===== src/rtl/oafd_pkg.sv =====
package oafd_pkg;

  typedef enum logic [1:0] {
    K_FETCH  = 2'b00,
    K_READ   = 2'b01,
    K_WRITE  = 2'b10,
    K_BRANCH = 2'b11
  } acc_kind_e;

  typedef enum logic [1:0] {
    S_BYTE = 2'b00,
    S_WORD = 2'b01,
    S_LONG = 2'b10,
    S_LONG_ALT = 2'b11
  } acc_size_e;

  // Misalignment rule: fetches are always word-sized, others fault unless byte.
  function automatic logic misaligned(acc_kind_e kind, acc_size_e size, logic lsb);
    logic wide;
    wide = (kind == K_FETCH) || (size != S_BYTE);
    return wide && lsb;
  endfunction

  // Read or write data access (the kinds that release a held write).
  function automatic logic is_operand(acc_kind_e kind);
    return (kind == K_READ) || (kind == K_WRITE);
  endfunction

  // Whether a held fault of this kind reaches its raise point this cycle.
  function automatic logic trigger_hit(acc_kind_e held, logic use_data,
                                       logic bound, logic opnd_now,
                                       logic pc_upd, logic taken);
    logic hit;
    case (held)
      K_READ:   hit = use_data;
      K_WRITE:  hit = bound || opnd_now;
      K_BRANCH: hit = pc_upd && taken;
      default:  hit = 1'b0;
    endcase
    return hit;
  endfunction

  // Whether a held fault is abandoned without a raise this cycle.
  function automatic logic discard_hit(acc_kind_e held, logic flush,
                                       logic pc_upd, logic taken);
    return flush || ((held == K_BRANCH) && pc_upd && !taken);
  endfunction

endpackage


===== src/rtl/oafd_classify.sv =====
module oafd_classify
  import oafd_pkg::*;
(
  input  logic      acc_valid,
  input  acc_kind_e kind,
  input  acc_size_e size,
  input  logic      addr_lsb,
  output logic      flt_det,
  output logic      fetch_flt,
  output logic      defer_flt,
  output logic      opnd_acc
);

  always_comb begin
    flt_det   = acc_valid && misaligned(kind, size, addr_lsb);
    fetch_flt = flt_det && (kind == K_FETCH);
    defer_flt = flt_det && (kind != K_FETCH);
    opnd_acc  = acc_valid && is_operand(kind);
  end

endmodule


===== src/rtl/oafd_slot.sv =====
module oafd_slot
  import oafd_pkg::*;
#(
  parameter int AW = 32
) (
  input  logic          clk,
  input  logic          rst_n,
  input  logic          cap_req,
  input  acc_kind_e     cap_kind,
  input  logic [AW-1:0] cap_addr,
  input  logic [AW-1:0] cap_pc,
  input  logic          use_data,
  input  logic          insn_bound,
  input  logic          opnd_acc,
  input  logic          pc_upd,
  input  logic          br_taken,
  input  logic          flush,
  output logic          pend_vld,
  output acc_kind_e     pend_kind,
  output logic [AW-1:0] pend_addr,
  output logic [AW-1:0] pend_pc,
  output logic          fire,
  output logic          drop,
  output logic          cap_take
);

  logic hit_now;
  logic gone_now;

  always_comb begin
    hit_now  = trigger_hit(pend_kind, use_data, insn_bound, opnd_acc,
                           pc_upd, br_taken);
    gone_now = discard_hit(pend_kind, flush, pc_upd, br_taken);
    fire     = pend_vld && hit_now && !flush;
    drop     = pend_vld && gone_now;
    cap_take = cap_req && !pend_vld;
  end

  always_ff @(posedge clk or negedge rst_n) begin
    if (!rst_n) begin
      pend_vld  <= 1'b0;
      pend_kind <= K_FETCH;
      pend_addr <= '0;
      pend_pc   <= '0;
    end else if (fire || drop) begin
      pend_vld <= 1'b0;
    end else if (cap_take) begin
      pend_vld  <= 1'b1;
      pend_kind <= cap_kind;
      pend_addr <= cap_addr;
      pend_pc   <= cap_pc;
    end
  end

endmodule


===== src/rtl/oafd_report.sv =====
module oafd_report
  import oafd_pkg::*;
#(
  parameter int AW = 32
) (
  input  logic          clk,
  input  logic          rst_n,
  input  logic          fire,
  input  acc_kind_e     pend_kind,
  input  logic [AW-1:0] pend_addr,
  input  logic [AW-1:0] pend_pc,
  input  logic          fetch_flt,
  input  logic [AW-1:0] acc_addr,
  input  logic [AW-1:0] acc_pc,
  output logic          ae_req,
  output acc_kind_e     ae_kind,
  output logic [AW-1:0] ae_fault_addr,
  output logic [AW-1:0] ae_ret_pc,
  output logic [AW-1:0] ae_cur_pc
);

  // Branch faults resume at the odd target itself; others at the issuing PC.
  function automatic logic [AW-1:0] resume_pc(acc_kind_e k, logic [AW-1:0] a,
                                              logic [AW-1:0] pc);
    return (k == K_BRANCH) ? a : pc;
  endfunction

  always_ff @(posedge clk or negedge rst_n) begin
    if (!rst_n) begin
      ae_req        <= 1'b0;
      ae_kind       <= K_FETCH;
      ae_fault_addr <= '0;
      ae_ret_pc     <= '0;
      ae_cur_pc     <= '0;
    end else if (fire) begin
      ae_req        <= 1'b1;
      ae_kind       <= pend_kind;
      ae_fault_addr <= pend_addr;
      ae_ret_pc     <= resume_pc(pend_kind, pend_addr, pend_pc);
      ae_cur_pc     <= pend_pc;
    end else if (fetch_flt) begin
      ae_req        <= 1'b1;
      ae_kind       <= K_FETCH;
      ae_fault_addr <= acc_addr;
      ae_ret_pc     <= acc_pc;
      ae_cur_pc     <= acc_pc;
    end else begin
      ae_req <= 1'b0;
    end
  end

endmodule


===== src/rtl/oafd_top.sv =====
module oafd_top
  import oafd_pkg::*;
#(
  parameter int AW = 32
) (
  input  logic          clk,
  input  logic          rst_n,
  input  logic          acc_valid,
  input  logic [1:0]    acc_kind,
  input  logic [1:0]    acc_size,
  input  logic [AW-1:0] acc_addr,
  input  logic [AW-1:0] acc_pc,
  input  logic          use_data,
  input  logic          insn_bound,
  input  logic          pc_upd,
  input  logic          br_taken,
  input  logic          flush,
  output logic          ae_req,
  output logic [1:0]    ae_kind,
  output logic [AW-1:0] ae_fault_addr,
  output logic [AW-1:0] ae_ret_pc,
  output logic [AW-1:0] ae_cur_pc
);

  acc_kind_e     kind_in;
  acc_size_e     size_in;
  logic          flt_det;
  logic          fetch_flt;
  logic          defer_flt;
  logic          opnd_acc;
  logic          pend_vld;
  acc_kind_e     pend_kind;
  logic [AW-1:0] pend_addr;
  logic [AW-1:0] pend_pc;
  logic          fire;
  logic          drop;
  logic          cap_take;
  acc_kind_e     rep_kind;

  assign kind_in = acc_kind_e'(acc_kind);
  assign size_in = acc_size_e'(acc_size);

  oafd_classify u_cls (
    .acc_valid (acc_valid),
    .kind      (kind_in),
    .size      (size_in),
    .addr_lsb  (acc_addr[0]),
    .flt_det   (flt_det),
    .fetch_flt (fetch_flt),
    .defer_flt (defer_flt),
    .opnd_acc  (opnd_acc)
  );

  oafd_slot #(.AW(AW)) u_slot (
    .clk        (clk),
    .rst_n      (rst_n),
    .cap_req    (defer_flt),
    .cap_kind   (kind_in),
    .cap_addr   (acc_addr),
    .cap_pc     (acc_pc),
    .use_data   (use_data),
    .insn_bound (insn_bound),
    .opnd_acc   (opnd_acc),
    .pc_upd     (pc_upd),
    .br_taken   (br_taken),
    .flush      (flush),
    .pend_vld   (pend_vld),
    .pend_kind  (pend_kind),
    .pend_addr  (pend_addr),
    .pend_pc    (pend_pc),
    .fire       (fire),
    .drop       (drop),
    .cap_take   (cap_take)
  );

  oafd_report #(.AW(AW)) u_rep (
    .clk           (clk),
    .rst_n         (rst_n),
    .fire          (fire),
    .pend_kind     (pend_kind),
    .pend_addr     (pend_addr),
    .pend_pc       (pend_pc),
    .fetch_flt     (fetch_flt),
    .acc_addr      (acc_addr),
    .acc_pc        (acc_pc),
    .ae_req        (ae_req),
    .ae_kind       (rep_kind),
    .ae_fault_addr (ae_fault_addr),
    .ae_ret_pc     (ae_ret_pc),
    .ae_cur_pc     (ae_cur_pc)
  );

  assign ae_kind = rep_kind;

endmodule


===== config.mk =====
export PLATFORM = sky130hd
export DESIGN_NAME = oafd_top
export DESIGN_NICKNAME = d
export VERILOG_FILES = /design/src/rtl/oafd_pkg.sv /design/src/rtl/oafd_classify.sv /design/src/rtl/oafd_slot.sv /design/src/rtl/oafd_report.sv /design/src/rtl/oafd_top.sv
export SDC_FILE = /design/constraint.sdc
export NUM_CORES = 1
export LEC_CHECK = 0
export BUFFER_PORTS_ARGS = -buffer_cell sky130_fd_sc_hd__buf_2
export CORE_MARGIN = 4
export CORE_UTILIZATION = 45
export CTS_BUF_LIST = sky130_fd_sc_hd__clkbuf_2 sky130_fd_sc_hd__clkbuf_4 sky130_fd_sc_hd__clkbuf_8
export CTS_CLUSTER_SIZE = 10
export DETAILED_ROUTE_END_ITERATION = 16
export PLACE_DENSITY = 0.67
export RECOVER_POWER = 100
export SLEW_MARGIN = 15
export SYNTH_ARGS = -nofsm -noshare
export SYNTH_HDL_FRONTEND = slang
export SYNTH_SLANG_ARGS = --single-unit

===== constraint.sdc =====
create_clock -name clk -period 1.9 [get_ports clk]
set_input_delay 0 -clock clk [delete_from_list [all_inputs] [get_ports clk]]
set_output_delay 0 -clock clk [all_outputs]
set_load 0.05 [all_outputs]

Yosys cells after proc, flatten, opt, wreduce, memory -nomap -nowiden:

Cells that the tools add are included.
Widths: inputs -> output; s select.

* muxes and demuxes: 13
* bitwise logic cells: 1
* equality and inequality tests: 5
* reductions and logical operators: 26

Operators with widths (number)
* $mux 32: 6
* $logic_and 1x1->1: 12
* $reduce_bool 2->1: 4
* $eq 2x2->1 const B: 3
* $logic_or 1x1->1: 5
* $eq 2x1->1 const B: 2
* $mux 1: 4
* $mux 2: 2
* $logic_not 1->1: 3
* $pmux 1 s3: 1
* $logic_not 2->1: 1
* $reduce_and 2->1: 1
* $not 1->1: 1

* bits in registers: 166
* output and inout bits: 99
* input port bits: 76
* word-level logic and storage cells: 54

Logic depth before layout (Yosys ltp):

* word-level depth: 10
* gate-level depth with buffers: 8
* depth with buffers taken out: 6

Hierarchy:

From an unflattened synthesis, not the netlist that was laid out.

* cell total of the unflattened synthesis: 594
* area, all modules: 7932.6 um^2

By module, submodules not included
* oafd_report: instances 1, area each 5185.0 um^2, cells an instance 433
* oafd_slot: instances 1, area each 2692.6 um^2, cells an instance 153
* oafd_classify: instances 1, area each 55.1 um^2, cells an instance 8

Worst setup path before layout:

OpenSTA, ideal clock, no wires.

* path type: register to register
* start: register u_slot.pend_vld
* end: register u_slot.pend_pc[20]
* setup time: 0.125 ns
* arrival: 1.420 ns
* path slack: 0.355 ns
* clock period less this slack: 1.545 ns
* cell stages (with the launch flop): 5
* path through: dfrtp_1 -> nor4_4 -> buf_4 -> buf_4 -> mux2_2

* longest elaborated chain between the ends: 5
* elaborated cells between the ends (all ways): 8

Ends and longest elaborated chain
* from (decl): RTL line oafd_slot.sv:18 `output logic pend_vld,`
* from (signal assigned): RTL line oafd_slot.sv:41 `pend_vld <= 1'b0;`
* from (signal assigned): RTL line oafd_slot.sv:46 `pend_vld <= 1'b0;`
* from (signal assigned): RTL line oafd_slot.sv:48 `pend_vld <= 1'b1;`
* $logic_and 1x1->1 (2 in a row): RTL line oafd_slot.sv:34 `fire = pend_vld && hit_now && !flush;`
* $logic_or 1x1->1: RTL line oafd_slot.sv:45 `end else if (fire || drop) begin`
* $not 1->1 (no source line)
* $reduce_and 2->1 (no source line) (*)
* to (signal assigned): RTL line oafd_slot.sv:51 `pend_pc <= cap_pc;`
* to (decl): RTL line oafd_slot.sv:21 `output logic [AW-1:0] pend_pc,`

Mark *: on every way between the ends. The rest lies on a longest branch, timed or not.
A chain may end at the register's enable or synchronous reset.

Worst setup path after layout:

* start: input port acc_kind[0]
* end: register u_rep.ae_fault_addr[11]

* longest elaborated chain between the ends: 8
* elaborated cells between the ends (all ways): 15

Ends and longest elaborated chain
* from (decl): RTL line oafd_top.sv:9 `input logic [1:0] acc_kind,`
* $eq 2x1->1 / $eq 2x2->1 (equally long branches): RTL line oafd_pkg.sv:26 `return (kind == K_READ) || (kind == K_WRITE);`
* $logic_or 1x1->1: RTL line oafd_pkg.sv:26
* $logic_and 1x1->1: RTL line oafd_classify.sv:18 `opnd_acc = acc_valid && is_operand(kind);`
* $logic_or 1x1->1: RTL line oafd_pkg.sv:36 `K_WRITE: hit = bound || opnd_now;`
* $pmux 1 s3: RTL line oafd_pkg.sv:34 `case (held)`
* $logic_and 1x1->1 (2 in a row): RTL line oafd_slot.sv:34
* $mux 32 / $reduce_bool 2->1 (equally long branches)
* to (signal assigned): RTL line oafd_report.sv:38 `ae_fault_addr <= pend_addr;`
* to (signal assigned): RTL line oafd_report.sv:44 `ae_fault_addr <= acc_addr;`
* to (decl): RTL line oafd_report.sv:17 `output logic [AW-1:0] ae_fault_addr,`

Parallel ways exist; a longest one is shown, timed or not.

==> impl_results.md <==
- First-pass GRT wire length: 28,300 um
- Minimum clock period: 1820 ps
- CTS Buffer Depth: 2
- Routed vias: 4,997
- Cell variety after synth: 22
- Detail Route Antenna Nets: 0
- Average wire per standard cell: 17.0 um
- Top FF cell, synth: dfrtp_1
- Final Hold Fails: 0
- Status: finished with violations
- Critical Path Sink: u_rep.ae_fault_addr[11]$_DFFE_PN0P_
- Crit. End Element: flip-flop
- Total congestion overflow: 0
- Synth Area in Compound Gates: 0.00540
- RSZ-0062 raised after global routing: false
- Slew HR: -0.0659
- FF-to-FF Start: u_slot.pend_kind[1]$_DFFE_PN0P_
- Post-Route WL: 16,900 um
- Worst Setup Slack, final: 76.7 ps
- Failing checks: capacitance limit, slew limit
- Clock Latency Late Sink: 450 ps
- Slew Viols, Final: 63
- Final Cycle Share: 0.960
- #FFs+latches synth: 166
- N_diodes: 0
- Setup TNS: 0 ps
- Reg2Reg Depth: 4
- DR DRC count: 0
- Total of max-cap violations: 1
- Share of layout cells above drive strength 1: 0.407
- Setup crit start kind: input pin
- Least-Margin Pin Slew: 1600 ps
- XOR/XNOR Fraction of Synth Area: 0
- Vias in the first global route: 5,516
- Avg Inst Size Synth: 14.9 sq um
- Input/output buffers: 174
- Power Total: 0.0150 W
- H-tree levels: 4
- VDD IR-drop max: 765 uV
- Worst Clk Skew: 14.1 ps
- Total global-route track usage: 0.180
- Post-DP Area: 8830 sq um
- Core footprint: 16,600 sq um
- Synthesized area: 7640 sq um
- WP data arrival: 2150 ps
- Synthesized instance count: 514
- Largest family of logic cells by synthesized area: multiplexers
- Design area: 9750 sq um
- Initial drt markers: 149
- Fmax: 548 MHz
- Lkg Pwr: 4.77 nW
- Clock Sinks: 166
- Crit path kind: in2reg
- Initial antenna violation count: 0
- EDFF count, synth: 0
- Simple-gate share of the synthesized area: 0.0126
- Yosys warns: 0
- Crit path from: acc_kind[0]
- Pre-Repair DR Iteration Count: 4
- Fin nets: 835
- PwrDens: 1540 nW/um^2
- FF-to-FF setup slack: 140 ps
- Clk root buf: clkbuf_8
- Synth Area in Adders: 0.00164
- TritonCTS clock tree: built
- Clock-pin slew on the worst setup and hold paths: 80 ps
- Req. time, crit path: 2230 ps
- Worst flop-to-flop path endpoint: u_slot.pend_vld$_DFFE_PN0P_
- Drt via density: 5.04
- Global placement routability congestion: 0.840
- Worst hold path class: in2reg
- Post-Place Setup Slack: 198 ps
- Post-synth ARST share: 1.00
- Synth-to-layout area growth: 27.6%
- Inserted Clock Buffers: 17
- Total Die Area: 19,100 sq um
- Finish-stage setup viols: 0
- Die width: 138 um
- Standard-cell row count: 47
- Post-DP HPWL: 11,300 um
- Largest net degree at the start of global routing: 64
- Mux cell area share after synthesis: 0.408
- CP max FO: 34
- Die H: 138 um
- Syn_nets: 591
- Initial Util: 0.461
- Sequential share of the synthesized area: 0.544
- I/O pin cnt: 175
==> kinds of logic (layout without fill, tap and decap cells) <==
logic type / count (synthesis) / after routing
AOI/OAI and AO/OA: 7 / 7
DFF: 166 / 166
buffers and inverters: 36 / 293
and+or+nand+nor: 16 / 16
adders and majority gates: 1 / 1
muxes: 288 / 288
==> per-stage QoR <==
step,hold slack (ps),instances,util
2_1_floorplan,-296,514,-
3_3_place_gp,16.2,890,0.532
3_5_place_dp,25.3,890,0.532
4_1_cts,81.1,991,0.596
5_1_grt,141,991,0.588
6_report,140,991,0.588
==> layer usage <==
metal	routed length (um)	part of all wire	GRT usage	vias up
li1	-	-	-	2340
met1	7030	0.42	0.215	2533
met4	263	0.016	0.0588	0
met3	822	0.049	0.0511	22
met2	8740	0.52	0.315	102
met5	0	0	0	-
==> registers in the layout (all words and copies together) (netlist names) <==
name / cells
u_rep.ae_fault_addr: 32
u_rep.ae_ret_pc: 32
u_slot.pend_pc: 32
u_rep.ae_cur_pc: 32
u_slot.pend_addr: 32
u_slot.pend_kind: 2
u_slot.pend_vld: 1
u_rep.ae_kind: 2
u_rep.ae_req: 1
==> synth_stat cells, types with 2 or more instances <==
library cell,instances,area share
mux2_2,190,0.28
dfrtp_1,166,0.54
mux2i_1,98,0.13
buf_2,22,0.014
nand2_1,7,0.0034
buf_6,5,0.0074
inv_1,5,0.0025
buf_4,4,0.0039
a21oi_1,2,0.0013
nand2b_1,2,0.0016
o21ai_0,2,0.0013
==> placed cells by master, fill, tap and decap left out, types with 3 or more instances in the layout <==
| master | count |
|---|---|
| mux2i_1 | 98 |
| buf_2 | 74 |
| clkbuf_8 | 21 |
| buf_12 | 9 |
| buf_4 | 3 |
| clkbuf_1 | 99 |
| nand2_1 | 7 |
| inv_1 | 5 |
| clkinv_4 | 3 |
| clkinv_2 | 3 |
| dlygate4sd3_1 | 69 |
| dfrtp_1 | 166 |
| clkinvlp_4 | 3 |
| mux2_2 | 190 |
==> power by group <==
part	internal [W]	switching, W	total, W
Clock	0.00106	0.00129	0.00235
Sequential	0.00486	0.000806	0.00567
Combinational	0.00213	0.00490	0.00703
==> repair_timing <==
item,4_1_cts,5_1_grt
buffers inserted,0,0
hold buffers,69,0
resized for setup,0,0
hold endpoints to repair,226,0
==> worst min path at each step <==
stage	start	endpoint	slack, ps	depth (start not counted)
6_report	acc_addr[0]	u_rep.ae_req$_DFF_PN0_	140	4
5_1_grt	acc_addr[0]	u_rep.ae_req$_DFF_PN0_	140	4
4_1_cts	rst_n	u_rep.ae_ret_pc[15]$_DFFE_PN0P_	80	2
3_5_place_dp	rst_n	u_rep.ae_ret_pc[15]$_DFFE_PN0P_	30	1
3_3_place_gp	rst_n	u_rep.ae_ret_pc[15]$_DFFE_PN0P_	20	1
2_1_floorplan	rst_n	u_rep.ae_cur_pc[0]$_DFFE_PN0P_	-300	0
==> worst max-delay path, cell delays in order <==
cell	delay (ps)
dlygate4sd3_1	550
buf_2	120
inv_1	40
ha_1	280
a21oi_1	150
nor3_1	90
o21ai_4	270
buf_12	270
mux2_2	370
==> area by class of cell <==
type	instances	area, sq um
Multi-Input combinational cell	312	3290
Sequential cell	166	4150
Fill cell	1406	6830
Inverter	5	18.8
Timing Repair Buffer	256	1650
Clock buffer	22	297
Clock inverter	10	72.6
Tap cell	220	275
No activity file was read; power rests on OpenSTA's default activity.
